--- config.mk ---
export PLATFORM = sky130hd
export DESIGN_NAME = ctrl_cfg_regs
export DESIGN_NICKNAME = d
export VERILOG_FILES = /design/src/rtl/ccfg_pkg.sv /design/src/rtl/ccfg_ctrl.sv /design/src/rtl/ccfg_regs.sv /design/src/rtl/ctrl_cfg_regs.sv
export SDC_FILE = /design/constraint.sdc
export NUM_CORES = 1
export LEC_CHECK = 0
export BUFFER_PORTS_ARGS = -buffer_cell sky130_fd_sc_hd__buf_2
export CORE_UTILIZATION = 50
export CTS_CLUSTER_DIAMETER = 80
export CTS_CLUSTER_SIZE = 16
export DETAILED_ROUTE_END_ITERATION = 7
export PLACE_DENSITY_LB_ADDON = 0.1
export SLEW_MARGIN = 0
export SYNTH_ARGS = -nofsm -noshare
export SYNTH_HDL_FRONTEND = slang
export SYNTH_SLANG_ARGS = --single-unit
--- constraint.sdc ---
create_clock -name clk -period 4.12 [get_ports clk]
set_input_delay 0.206 -clock clk [delete_from_list [all_inputs] [get_ports clk]]
set_output_delay 0.206 -clock clk [all_outputs]
set_load 0.01 [all_outputs]
--- src/rtl/ccfg_pkg.sv ---
package ccfg_pkg;
  localparam int unsigned REG_W      = 32;
  localparam int unsigned CC_EN_BIT  = 0;
  localparam int unsigned CC_SHN_LO  = 14;
  localparam int unsigned SHN_W      = 2;
  localparam int unsigned CC_SHN_HI  = CC_SHN_LO + SHN_W - 1;
  localparam int unsigned ST_RDY_BIT = 0;
  localparam int unsigned ST_CFS_BIT = 1;
  localparam int unsigned ST_SHS_LO  = 2;
  localparam int unsigned SHS_W      = 2;
  localparam int unsigned ST_SHS_HI  = ST_SHS_LO + SHS_W - 1;
  localparam logic [SHS_W-1:0] SHS_DONE = 2'b10;
  localparam logic [REG_W-1:0] FATAL_ONLY = REG_W'(1) << ST_CFS_BIT;

  typedef struct packed {
    logic ccLoad;
    logic maskSet;
    logic maskClr;
    logic doReset;
    logic shsSet;
    logic shsClr;
    logic rdySet;
    logic fatalOnly;
  } strobe_t;
endpackage

--- src/rtl/ccfg_ctrl.sv ---
module ccfg_ctrl
  import ccfg_pkg::*;
#(
  parameter int unsigned ADDR_W = 8,
  parameter logic [ADDR_W-1:0] OFF_INTMS = 'h0C,
  parameter logic [ADDR_W-1:0] OFF_INTMC = 'h10,
  parameter logic [ADDR_W-1:0] OFF_CC    = 'h14
) (
  input  logic              wrValid,
  input  logic [ADDR_W-1:0] wrAddr,
  input  logic [REG_W-1:0]  wrData,
  input  logic [REG_W-1:0]  ccQ,
  input  logic              vfMode,
  input  logic              vfOnline,
  input  logic              funcRst,
  input  logic              startOk,
  output strobe_t           stb,
  output logic              startReq,
  output logic              shutdownReq
);
  logic ccAccept;
  logic vfOffline;
  logic [SHN_W-1:0] oldShn, newShn;
  logic shnRise, shnFall, enRise, enFall;

  always_comb begin
    vfOffline = vfMode && !vfOnline;
    ccAccept  = wrValid && (wrAddr == OFF_CC) && !vfOffline && !funcRst;
    oldShn    = ccQ[CC_SHN_HI:CC_SHN_LO];
    newShn    = wrData[CC_SHN_HI:CC_SHN_LO];
    shnRise   = ccAccept && (newShn != '0) && (oldShn == '0);
    shnFall   = ccAccept && (newShn == '0) && (oldShn != '0);
    enRise    = ccAccept && wrData[CC_EN_BIT] && !ccQ[CC_EN_BIT];
    enFall    = ccAccept && !wrData[CC_EN_BIT] && ccQ[CC_EN_BIT];

    stb           = '0;
    stb.doReset   = funcRst || enFall;
    stb.ccLoad    = ccAccept && !enFall;
    stb.maskSet   = wrValid && (wrAddr == OFF_INTMS) && !funcRst;
    stb.maskClr   = wrValid && (wrAddr == OFF_INTMC) && !funcRst;
    stb.shsSet    = shnRise;
    stb.shsClr    = shnFall;
    stb.rdySet    = enRise && startOk;
    stb.fatalOnly = enRise && !startOk;

    startReq    = enRise;
    shutdownReq = shnRise;
  end
endmodule

--- src/rtl/ccfg_regs.sv ---
module ccfg_regs
  import ccfg_pkg::*;
(
  input  logic             clk,
  input  logic             rst_n,
  input  strobe_t          stb,
  input  logic [REG_W-1:0] wrData,
  input  logic             vfMode,
  input  logic             vfOnline,
  output logic [REG_W-1:0] ccQ,
  output logic [REG_W-1:0] cstsQ,
  output logic [REG_W-1:0] intMaskQ
);
  logic [REG_W-1:0] cstsNext;
  logic [REG_W-1:0] maskNext;
  logic [REG_W-1:0] resetStatus;

  always_comb begin
    resetStatus = (vfMode && !vfOnline) ? FATAL_ONLY : '0;

    cstsNext = cstsQ;
    if (stb.shsSet)
      cstsNext[ST_SHS_HI:ST_SHS_LO] = SHS_DONE;
    else if (stb.shsClr)
      cstsNext[ST_SHS_HI:ST_SHS_LO] = '0;
    if (stb.rdySet)
      cstsNext[ST_RDY_BIT] = 1'b1;
    if (stb.fatalOnly)
      cstsNext = FATAL_ONLY;

    maskNext = intMaskQ;
    if (stb.maskSet) maskNext = maskNext | wrData;
    if (stb.maskClr) maskNext = maskNext & ~wrData;
  end

  always_ff @(posedge clk or negedge rst_n) begin
    if (!rst_n) begin
      ccQ      <= '0;
      cstsQ    <= '0;
      intMaskQ <= '0;
    end else if (stb.doReset) begin
      ccQ      <= '0;
      cstsQ    <= resetStatus;
      intMaskQ <= '0;
    end else begin
      if (stb.ccLoad) ccQ <= wrData;
      cstsQ    <= cstsNext;
      intMaskQ <= maskNext;
    end
  end
endmodule

--- src/rtl/ctrl_cfg_regs.sv ---
module ctrl_cfg_regs
  import ccfg_pkg::*;
#(
  parameter int unsigned ADDR_W = 8,
  parameter logic [ADDR_W-1:0] OFF_INTMS = 'h0C,
  parameter logic [ADDR_W-1:0] OFF_INTMC = 'h10,
  parameter logic [ADDR_W-1:0] OFF_CC    = 'h14
) (
  input  logic              clk,
  input  logic              rst_n,
  input  logic              wrValid,
  input  logic [ADDR_W-1:0] wrAddr,
  input  logic [31:0]       wrData,
  input  logic              vfMode,
  input  logic              vfOnline,
  input  logic              funcRst,
  input  logic              startOk,
  output logic              startReq,
  output logic              shutdownReq,
  output logic [31:0]       ccQ,
  output logic [31:0]       cstsQ,
  output logic [31:0]       intMaskQ
);
  strobe_t stb;

  ccfg_ctrl #(
    .ADDR_W(ADDR_W), .OFF_INTMS(OFF_INTMS), .OFF_INTMC(OFF_INTMC), .OFF_CC(OFF_CC)
  ) uCtrl (
    .wrValid(wrValid), .wrAddr(wrAddr), .wrData(wrData), .ccQ(ccQ),
    .vfMode(vfMode), .vfOnline(vfOnline), .funcRst(funcRst), .startOk(startOk),
    .stb(stb), .startReq(startReq), .shutdownReq(shutdownReq)
  );

  ccfg_regs uRegs (
    .clk(clk), .rst_n(rst_n), .stb(stb), .wrData(wrData),
    .vfMode(vfMode), .vfOnline(vfOnline),
    .ccQ(ccQ), .cstsQ(cstsQ), .intMaskQ(intMaskQ)
  );
endmodule

==> results.md <==
* Die Span Y at 79.3 um
* Worst Clk Skew at approximately 5 ps
* Largest net degree at the start of global routing at 37
* Initial antenna violation count at 0
* Worst Setup EP: uRegs.intMaskQ[12]
* Top Ports at roughly 150
* Vias per cell at roughly 5.5
* H-tree Lvls at 3
* FF-to-FF path depth at 4
* Clock buffer count from CTS at 9
* Post-Syn Instances at between 200 and 250
* Synthesis-stage register bit count at 67
* Root Buffer: clkbuf_8
* Synth area leaders: dfrtp_1 56%, a22o_2 9.7%, a211oi_1 8.0%
* Iter 0 DRT Violations at 135
* Min cycle time layout at 2020 ps
* RD Place Congestion at ~0.80
* CP Launch Point: wrAddr[4]
* Post-synth top area share at 56.1%
* CP startpoint kind: input port
* Full die area at about 6300 um2
* CP Capture Type: flip-flop
* Register area share after synthesis at between 50 and 60%
* Worst-margin pin slew at 1190 ps
* Via count at between 2000 and 2500
* Global-route wire length before repair at 11100 um
* CTS tree: yes
* Syn_area_per_cell at 12.1 um2
* CTS Buffer Depth at 2
* Final Max Slew Viols at 0
* Postcts setup bufs at 0
* RSZ-0062 raised after global routing: false
* Reg2Reg Launch Point: uRegs.ccQ[0]
* Layout fillers at just under 500
* Worst hold path type: in -> reg
* Final period utilization at 49.0%
* CTS sink count at 67
* Max Clock Freq at slightly below 0.5 GHz
* Cell taking the most area after synthesis: dfrtp_1
* WL/cell at ~16 um
* Row cnt at 27
* Clock Pin Slew Worst Setup and Hold Paths at around 70 ps
* Placed Instances at between 400 and 500
* Gr usage total at a little under a quarter
* Max-slew headroom at 20.5%
* Max Cap Viol at 0
* Total Power at approximately 1.4 mW
* Distinct cell type count after synthesis at 34
* Drt pass-1 iters at 4
* Pleak at roughly 2.0 nW
* Critical path fanouts, max at 30
* Layout cells sized above 1 at 47.3%
* Placed cell area at around 3500 um2
* Input/output buffers at 115
* Final non-filler cell total at 440
* Insertion delay to the later sink of the worst-skew pair at between 300 and 400 ps
* Inserted Diodes at 0
* Post-Syn Area at around 3000 um2
* Area Growth Syn to Fin at 25.0%
* Crit path DAT at 2220 ps
* Final HPWL DP at 4750 um
* Final setup fails at 0
* Initial Utilization at between 50 and 60%
* Status: finished, final reports clean
* DRC at 0
* Final hold viol count at 0
* YS warnings at 0
* CP required at roughly 4300 ps
* Vias in the first global route at ~2300
* Core ar. at 5640 um2
* Maximum VDD drop at ~210 uV
* Post-layout nets at a little over 400
* Die W at 79.3 um
* Post-route ant nets at 0
* R2R Path End: uRegs.ccQ[26]
* Pwr per Cell Area at approximately 360 nW/um2
* WL final at between 6000 and 7000 um
* Global route total overflow at 0
* Worst setup path class: in -> reg
* Setup TNS at 0 ps
* Post-route cell area at approximately 3700 um2
* R2R Setup Slk at 2190 ps
[report_power, final]
| group | leakage [nW] | switching, mW | internal [mW] |
|---|---|---|---|
| sequential | 0.934 | 0.000885 | 0.659 |
| clock | 0.113 | 0.239 | 0.373 |
| combinational | 0.953 | 0.0635 | 0.0243 |
| total | 2.00 | 0.303 | 1.06 |
[worst min-delay path by stage]
stage / from / endpoint / slack [ps] / cells after the start
after global placement: rst_n / uRegs.ccQ[30] / 340 / 1
after CTS: wrData[6] / uRegs.intMaskQ[6] / 50 / 2
final: wrData[6] / uRegs.intMaskQ[6] / 70 / 2
after global routing: wrData[7] / uRegs.intMaskQ[7] / 60 / 2
after detailed placement: rst_n / uRegs.ccQ[30] / 340 / 1
after floorplan: rst_n / uRegs.ccQ[0] / -90 / 0
[placed cells by master (no fill, tap or decap), types with 2 or more instances in the layout]
cell and count:
clkbuf_8 11, inv_1 3, nor2_1 4, a211oi_1 32, conb_1 29, nor2b_1 2
buf_4 5, a22o_1 2, nand2_1 2, a21oi_1 33, dfrtp_1 67, buf_2 115
a22o_2 29, bufinv_16 2, nor3_1 6, nand3_1 2
[synthesized netlist by cell type]
library cell,instances
a211oi_1,32
a21oi_1,33
a22o_1,2
a22o_2,29
a22oi_1,1
a31o_2,1
a31oi_1,1
a41oi_1,1
and2_1,1
and2_2,1
and3_2,1
and3b_1,1
buf_2,13
buf_4,29
buf_6,3
conb_1,1
dfrtp_1,67
inv_1,3
nand2_1,2
nand2b_1,1
nand3_1,2
nand3_4,1
nor2_1,5
nor2b_1,2
nor3_1,6
nor3b_1,1
nor4_4,1
nor4b_4,1
o2111ai_1,1
o21ai_2,1
o311ai_0,1
o31ai_1,1
o41a_1,1
or2_2,1
[cell families after synthesis]
group	Yosys count	synth area share [%]
buffers and inverters	48	11.0
AND/OR/NAND/NOR	27	6.41
flip-flops	67	56.1
AO/OA/AOI/OAI	105	26.4
other	1	0.125
[per-stage QoR]
step	worst slack, ps	hold WS (ps)	util (%)
after detailed placement	1730	335	62.0
after floorplan	2580	-89.6	-
after CTS	2090	52.4	66.2
final	2100	66.9	66.2
after global placement	1750	339	62.0
after global routing	1920	57.0	66.2
[cell type report]
cell class	instances	area [um2]	share of cell area (%)
clock buffers	12	155	4.15
repair buffers	121	623	16.7
multi-input cells	161	1110	29.6
well taps	72	90.1	2.41
clock inverters	4	72.6	1.94
flip-flops and latches	67	1680	44.9
inverters	3	11.3	0.301
[critical path: stages]
cell and delay (ps):
buf_2 80, nor2b_1 450, nand3_4 200, nor2_2 930, buf_4 250, a211oi_1 80
[flip-flops by register name, summed over array words and instances (netlist names)]
register	count
uRegs.ccQ	32
uRegs.cstsQ	3
uRegs.intMaskQ	32
[layer usage]
metal	GRT usage (%)	wire length [um]
met5	0	0
met4	9.27	80
met3	7.24	474
met2	35.6	3290
met1	31.8	3130
[repair_timing]
item / CTS / global route
endpoints found under the hold margin: 35 / 0
hold buffers: 1 / 0
gates resized for setup: 0 / 0
Power figures use the tool's default switching activity.
